### src/rtl/spt_pkg.sv
// Shared definitions for the SPI target port.
// Assumes: one serial event at most per system clock cycle.
package spt_pkg;

    // Default synchronizer depth for the serial inputs.
    localparam int unsigned SPT_SYNC_DEPTH = 2;

    // Serial events as seen in the system clock domain.
    typedef struct packed {
        logic sel;      // slave selected (synchronized select is low)
        logic capture;  // sample the master's data line now
        logic launch;   // present the next output bit now
        logic data;     // synchronized master data
    } spt_evt_t;

endpackage

### src/rtl/spt_sync.sv
// Multi-bit synchronizer: each channel has its own flop chain.
// Assumes: channels are independent, and STAGES is at least 2.
module spt_sync #(
    parameter int unsigned STAGES = 2,
    parameter int unsigned WIDTH = 3,
    parameter logic [WIDTH-1:0] RESET_VAL = '0
) (
    input  logic             clk_i,
    input  logic             rst_ni,
    input  logic [WIDTH-1:0] async_i,
    output logic [WIDTH-1:0] sync_o
);

    for (genvar c = 0; c < WIDTH; c++) begin : g_chan
        logic [STAGES-1:0] stage_q;

        // Shift the asynchronous input through the chain of flops.
        always_ff @(posedge clk_i) begin
            if (!rst_ni) begin
                stage_q <= {STAGES{RESET_VAL[c]}};
            end else begin
                stage_q <= {stage_q[STAGES-2:0], async_i[c]};
            end
        end

        assign sync_o[c] = stage_q[STAGES-1];
    end

endmodule

### src/rtl/spt_edge.sv
// Edge detector: converts the synchronized serial clock into capture
// and launch events, using the polarity and phase settings.
// Assumes: polarity and phase change only while the slave is deselected.
module spt_edge
    import spt_pkg::*;
(
    input  logic     clk_i,
    input  logic     rst_ni,
    input  logic     cpol_i,
    input  logic     cpha_i,
    input  logic     sclk_s_i,
    input  logic     ss_s_i,
    input  logic     mosi_s_i,
    output spt_evt_t evt_o
);

    logic sclk_q;
    logic rise, fall, lead, trail;

    // Remember the previous serial clock level for edge detection.
    always_ff @(posedge clk_i) begin
        if (!rst_ni) begin
            sclk_q <= 1'b0;
        end else begin
            sclk_q <= sclk_s_i;
        end
    end

    // Classify the edge: the leading edge leaves the idle level.
    always_comb begin
        rise  = sclk_s_i & ~sclk_q;
        fall  = ~sclk_s_i & sclk_q;
        lead  = cpol_i ? fall : rise;
        trail = cpol_i ? rise : fall;
        evt_o.sel     = ~ss_s_i;
        evt_o.capture = ~ss_s_i & (cpha_i ? trail : lead);
        evt_o.launch  = ~ss_s_i & (cpha_i ? lead : trail);
        evt_o.data    = mosi_s_i;
    end

endmodule

### src/rtl/spt_txhold.sv
// Transmit holding register: keeps the last value written.
// Assumes: a write strobe lasts at least one system cycle.
module spt_txhold #(
    parameter int unsigned DATA_W = 8
) (
    input  logic              clk_i,
    input  logic              rst_ni,
    input  logic              wr_i,
    input  logic [DATA_W-1:0] data_i,
    output logic [DATA_W-1:0] hold_o
);

    // Load a new value on each write and keep it otherwise.
    always_ff @(posedge clk_i) begin
        if (!rst_ni) begin
            hold_o <= '0;
        end else if (wr_i) begin
            hold_o <= data_i;
        end
    end

endmodule

### src/rtl/spt_engine.sv
// Shift engine: transmit and receive shift registers, the bit counter,
// byte completion, and the phase-zero lockout after a full byte.
// Assumes: capture and launch events never occur in the same cycle.
module spt_engine
    import spt_pkg::*;
#(
    parameter int unsigned DATA_W = 8
) (
    input  logic              clk_i,
    input  logic              rst_ni,
    input  logic              cpha_i,
    input  spt_evt_t          evt_i,
    input  logic [DATA_W-1:0] hold_i,
    output logic              tx_msb_o,
    output logic [DATA_W-1:0] rx_data_o,
    output logic              rx_valid_o
);

    localparam int unsigned CNT_W = $clog2(DATA_W);
    localparam logic [CNT_W-1:0] LAST_BIT = CNT_W'(DATA_W - 1);

    logic [DATA_W-1:0] tx_sh_q, rx_sh_q;
    logic [CNT_W-1:0]  cnt_q;
    logic              done_q;
    logic              last_cap;
    logic [DATA_W-1:0] rx_next;

    // Recognize the capture edge that completes a byte.
    always_comb begin
        last_cap = evt_i.capture & ~done_q & (cnt_q == LAST_BIT);
        rx_next  = {rx_sh_q[DATA_W-2:0], evt_i.data};
    end

    // Shift, count, and finish bytes. While deselected, keep loading
    // the shift register from the holding register.
    always_ff @(posedge clk_i) begin
        if (!rst_ni) begin
            tx_sh_q    <= '0;
            rx_sh_q    <= '0;
            cnt_q      <= '0;
            done_q     <= 1'b0;
            rx_data_o  <= '0;
            rx_valid_o <= 1'b0;
        end else begin
            rx_valid_o <= 1'b0;
            if (!evt_i.sel) begin
                cnt_q   <= '0;
                done_q  <= 1'b0;
                tx_sh_q <= hold_i;
            end else if (!done_q) begin
                if (evt_i.capture) begin
                    rx_sh_q <= rx_next;
                    if (last_cap) begin
                        cnt_q      <= '0;
                        rx_data_o  <= rx_next;
                        rx_valid_o <= 1'b1;
                        tx_sh_q    <= hold_i;
                        done_q     <= ~cpha_i;
                    end else begin
                        cnt_q <= cnt_q + CNT_W'(1);
                    end
                end else if (evt_i.launch && cnt_q != '0) begin
                    tx_sh_q <= {tx_sh_q[DATA_W-2:0], 1'b0};
                end
            end
        end
    end

    assign tx_msb_o = tx_sh_q[DATA_W-1];

endmodule

### src/rtl/spi_target_port.sv
// SPI target port: synchronizes the serial inputs, detects edges, and
// shifts bytes MSB first. The transmit side has a holding register.
// Assumes: the system clock runs at least 4x the serial clock rate.
module spi_target_port
    import spt_pkg::*;
#(
    parameter int unsigned DATA_W = 8,
    parameter int unsigned SYNC_STAGES = SPT_SYNC_DEPTH
) (
    input  logic              clk_i,
    input  logic              rst_ni,
    input  logic              cpol_i,
    input  logic              cpha_i,
    input  logic              sclk_i,
    input  logic              ss_ni,
    input  logic              mosi_i,
    output logic              miso_o,
    output logic              miso_oe_o,
    input  logic [DATA_W-1:0] tx_data_i,
    input  logic              tx_wr_i,
    output logic [DATA_W-1:0] rx_data_o,
    output logic              rx_valid_o
);

    // Channel order is {mosi, ss, sclk}; select resets to its idle high.
    localparam int unsigned N_CHAN = 3;
    localparam logic [N_CHAN-1:0] CHAN_RST = 3'b010;

    logic [N_CHAN-1:0] raw_in, synced;
    logic [DATA_W-1:0] hold;
    spt_evt_t          evt;

    assign raw_in = {mosi_i, ss_ni, sclk_i};

    spt_sync #(
        .STAGES   (SYNC_STAGES),
        .WIDTH    (N_CHAN),
        .RESET_VAL(CHAN_RST)
    ) u_sync (
        .clk_i  (clk_i),
        .rst_ni (rst_ni),
        .async_i(raw_in),
        .sync_o (synced)
    );

    spt_edge u_edge (
        .clk_i   (clk_i),
        .rst_ni  (rst_ni),
        .cpol_i  (cpol_i),
        .cpha_i  (cpha_i),
        .sclk_s_i(synced[0]),
        .ss_s_i  (synced[1]),
        .mosi_s_i(synced[2]),
        .evt_o   (evt)
    );

    spt_txhold #(.DATA_W(DATA_W)) u_hold (
        .clk_i (clk_i),
        .rst_ni(rst_ni),
        .wr_i  (tx_wr_i),
        .data_i(tx_data_i),
        .hold_o(hold)
    );

    spt_engine #(.DATA_W(DATA_W)) u_engine (
        .clk_i     (clk_i),
        .rst_ni    (rst_ni),
        .cpha_i    (cpha_i),
        .evt_i     (evt),
        .hold_i    (hold),
        .tx_msb_o  (miso_o),
        .rx_data_o (rx_data_o),
        .rx_valid_o(rx_valid_o)
    );

    // Drive the shared return line only while the select pin is low.
    assign miso_oe_o = ~ss_ni;

endmodule

### config.mk
export PLATFORM = sky130hd
export DESIGN_NAME = spi_target_port
export DESIGN_NICKNAME = d
export VERILOG_FILES = /design/src/rtl/spt_pkg.sv /design/src/rtl/spt_sync.sv /design/src/rtl/spt_edge.sv /design/src/rtl/spt_txhold.sv /design/src/rtl/spt_engine.sv /design/src/rtl/spi_target_port.sv
export SDC_FILE = /design/constraint.sdc
export NUM_CORES = 1
export LEC_CHECK = 0
export BUFFER_PORTS_ARGS = -buffer_cell sky130_fd_sc_hd__buf_2
export CAP_MARGIN = 20
export CORE_ASPECT_RATIO = 1.5
export CORE_MARGIN = 10
export CORE_UTILIZATION = 35
export CTS_CLUSTER_DIAMETER = 50
export DETAILED_ROUTE_END_ITERATION = 10
export GPL_ROUTABILITY_DRIVEN = 0
export MAX_ROUTING_LAYER = met4
export PLACE_DENSITY = 0.55
export SYNTH_ARGS = -nofsm -noshare
export SYNTH_HDL_FRONTEND = slang
export SYNTH_SLANG_ARGS = --single-unit
### constraint.sdc
create_clock -name clk_i -period 1.74 [get_ports clk_i]
set_clock_uncertainty 0.15 [all_clocks]
set_input_delay 0.261 -clock clk_i [delete_from_list [all_inputs] [get_ports clk_i]]
set_output_delay 0.261 -clock clk_i [all_outputs]
set_load 0.02 [all_outputs]
==> results.md <==
Drt:
- For this run, the detailed router's first-pass iteration total came to 4.
- The detailed-route vias per instance is 4.77.
- The final routed DRC violation total is 0.
- The detailed-route wire length per cell is 12.9 um.
- For this block, the initial DRC count from the detailed router was 53.
- Across all layers, the routed design uses 1378 vias.
- The post-route antenna net violation count is 0.
- The final layout contains routed wiring with a total length of 3740 um.

CTS:
- The maximum clock insertion buffer count is 2.
- TritonCTS created 5 clock buffers.
- TritonCTS built the clock tree.
- The H-tree level count is 2.
- The cell at the root of the clock tree is sky130_fd_sc_hd__clkbuf_8.
- The later pin in the worst-skew pair is clocked with a latency of 0.29 ns.
- The number of gates given a new drive strength after cts is 0.
- After clock tree synthesis, the setup repair step added 0 buffers.
- After clock tree synthesis, the clock-pin slew on the worst setup and hold paths is 0.08 ns.
- The count of hold-fix buffers inserted at cts is 0.
- The clock drives 43 sinks.

Final layout:
- The number of antenna diodes in the final layout is 0.
- The layout overhead on the synthesized area is 20.0%.
- The final-stage net count is 241.
- The count of non-filler cells in the finished layout is 289.
- The fraction of final layout cells with drive strength greater than 1 is 0.233.
- Summing all non-filler instances in the final layout gives an area of 2140 um^2.

Synth:
- The synthesized netlist occupies a cell area of 1780 um^2.
- By count the netlist is led by 43 x sky130_fd_sc_hd__dfxtp_1, 20 x sky130_fd_sc_hd__inv_1, 20 x sky130_fd_sc_hd__nand2_1, 17 x sky130_fd_sc_hd__mux2i_1, 11 x sky130_fd_sc_hd__o21ai_0.
- The most instantiated flip-flop cell in the synthesis netlist is sky130_fd_sc_hd__dfxtp_1.
- The number of synthesized flops with an enable pin is 0.
- The cell type contributing the most total cell area after synthesis is sky130_fd_sc_hd__dfxtp_1.
- The synthesized design contains 43 register bits.
- After synthesis, the cell types taking the most area are sky130_fd_sc_hd__dfxtp_1 48%, sky130_fd_sc_hd__mux2i_1 9.6%, sky130_fd_sc_hd__inv_1 4.2%.
- The warning count from the yosys run is 0.
- For this run, asynchronously set or reset flops after synthesis account for 0.
- The synthesized area divided by synthesized cell count is 9.47 um^2.
- Of the post-synthesis cell area, the dominant cell type holds 0.483.
- The net count of the mapped netlist is 207.
- The number of distinct library cell variants in the gate-level netlist after synthesis is 29.
- Synthesis produced a netlist whose cell count is 188.
- The proportion of synthesized chip area in sequential cells is 0.483.
- sky130_fd_sc_hd__dfxtp_1 is the most common cell in the netlist.

Worst setup path:
- For the worst flop-to-flop path, the logic depth is 5.
- The largest fanout of any net on the critical path is 8.
- The flop-to-flop setup slack is 0.1 ns.
- The critical path is of the flip-flop to flip-flop type.
- At the worst endpoint, the arrival time is 1.68 ns.
- The worst register-to-register path ends at u_engine.tx_sh_q[0].
- Data on the critical path is required at its endpoint by 1.78 ns.
- The start of the worst register-to-register path is u_engine.cnt_q[0].
- STA classifies the critical path startpoint as a flip-flop.
- The nature of the critical path endpoint is a flip-flop.

Floorplan:
- In this run the count of I/O pins placed on the die edge is 27.
- The total area inside the core boundary comes to 4890 um^2.
- Row generation in the floorplan step produced 31 rows.
- The width of the die is 78.2 um.
- The floorplan step defined a die boundary enclosing 8400 um^2.
- The starting utilization of the core area is 0.364.
- The height of the die is 107 um.

GRT:
- The global route total overflow is 0.
- The maximum number of pins on one net before global-route repair is 36.
- The wire length of the first global-routing pass is 6290 um.
- The total routing usage reported by global routing is 0.0942.
- The initial antenna violation count is 0.
- The via count of the first global-routing pass is 1477.

Timing:
- The final count of hold timing violations is 0.
- The achievable clock frequency is 608 MHz.
- The final setup violation count is 0.
- The number of pins with negative max-slew slack in the final report is 0.
- The normalized max-slew margin is 0.646.
- For the pin with the worst max-slew slack, the measured transition is 0.531 ns.
- The minimum period implied by the final worst setup slack is 1.64 ns.
- Adding up every negative setup slack in the final design gives 0 ns.
- The part of the cycle the worst path needs is 0.945.
- Setup repair after global routing left no endpoint under its margin.
- The setup slack of the critical path after layout is 0.0959 ns.

Place:
- The instance area at placement is 2050 um^2.
- The setup slack after placement is -0.0333 ns.
- The number of input and output port buffers inserted is 26.
- The half-perimeter wire length after placement is 2680 um.
- The number of placed instances, taps included, is 281.

Power and ir drop:
- The maximum resistive drop on vdd is 0.399 mV.
- The power per cell area is 830 nW/um^2.
- The leakage power summed over all cells is 0.851 nW.
- The completed layout was analyzed and its total power is 1.77 mW.

Min path:
- In this run the most critical hold path is launched from ss_ni.
- The number of stages on the worst hold path is 3.
- The worst hold path endpoint is u_sync.g_chan[1].stage_q[0].
- The worst hold path belongs to the class input port to flip-flop.

Flow run:
- The number of max-cap violations is 0.

Outcome:
- The run finished with clean final reports.
==> kinds of logic after synthesis <==
family | synth area share
mux | 0.110
xor+xnor | 0.00914
fa+ha+maj | 0.0211
simple gates | 0.148
compound gates | 0.160
buf+inv | 0.0689
flops | 0.483
==> registers in the layout (all words and copies together) (netlist names) <==
register               cells
u_engine.rx_sh_q           7
u_engine.cnt_q             3
u_sync.g_chan.stage_q      6
u_engine.done_q            1
u_hold.hold_o              8
u_engine.rx_valid_o        1
u_engine.rx_data_o         8
u_edge.sclk_q              1
u_engine.tx_sh_q           8
==> power by group <==
part           internal, mW  total (mW)  switching, mW  leakage [nW]
clock network         0.282       0.604          0.323        0.0422
registers              1.01        1.02         0.0129         0.351
logic                0.0685       0.144         0.0755         0.458
==> per-layer routing <==
| metal | vias to the layer above | share of wire | GRT usage |
|---|---|---|---|
| met1 | 643 | 0.41 | 0.0843 |
| met3 | 5 | 0.049 | 0.0268 |
| li1 | 706 | - | - |
| met4 | 0 | 0.022 | 0.0591 |
| met2 | 24 | 0.52 | 0.170 |
| met5 | - | 0 | - |
==> how the worst max path moves through the flow <==
stage                                     start                     to  slack (ns)
floorplan                                cpha_i    u_engine.rx_valid_o        0.13
global placement                         cpha_i  u_engine.rx_data_o[6]       -0.02
detailed placement                       cpha_i  u_engine.rx_data_o[1]       -0.03
CTS                           u_engine.cnt_q[0]    u_engine.tx_sh_q[0]        0.05
global route        u_sync.g_chan[0].stage_q[1]    u_engine.tx_sh_q[1]       0.005
finish                        u_engine.cnt_q[0]    u_engine.tx_sh_q[0]         0.1
==> critical path, cell delays in order, from the launching register on <==
cell	delay (ns)
sky130_fd_sc_hd__dfxtp_2	0.36
sky130_fd_sc_hd__ha_1	0.16
sky130_fd_sc_hd__ha_2	0.21
sky130_fd_sc_hd__nand2_1	0.10
sky130_fd_sc_hd__o221a_4	0.31
sky130_fd_sc_hd__a32o_1	0.26
==> stage by stage <==
stage / util / hold slack (ns)
floorplan: - / 0.236
global placement: 0.419 / 0.258
detailed placement: 0.419 / 0.264
CTS: 0.436 / 0.00209
global route: 0.437 / 0.0209
finish: 0.437 / 0.0111
==> layout make-up <==
type                            instances  area (um^2)
Clock buffer                            7         76.3
Clock inverter                          1         5.00
Fill cell                             511         2750
Inverter                               20         75.1
Multi-Input combinational cell        114          802
Sequential cell                        43          862
Tap cell                               66         82.6
Timing Repair Buffer                   38          233
==> layout by cell type (no fill, tap or decap), types with 4 or more instances in the layout <==
cell	count
sky130_fd_sc_hd__a21boi_0	7
sky130_fd_sc_hd__a21oi_1	4
sky130_fd_sc_hd__a221oi_1	7
sky130_fd_sc_hd__and2_1	6
sky130_fd_sc_hd__buf_2	26
sky130_fd_sc_hd__buf_4	11
sky130_fd_sc_hd__clkbuf_8	5
sky130_fd_sc_hd__dfxtp_1	42
sky130_fd_sc_hd__inv_1	20
sky130_fd_sc_hd__mux2i_1	17
sky130_fd_sc_hd__nand2_1	20
sky130_fd_sc_hd__nand3_1	8
sky130_fd_sc_hd__nor2b_1	9
sky130_fd_sc_hd__o21ai_0	11
sky130_fd_sc_hd__o31ai_1	7
No activity file was read; power rests on OpenSTA's default activity.
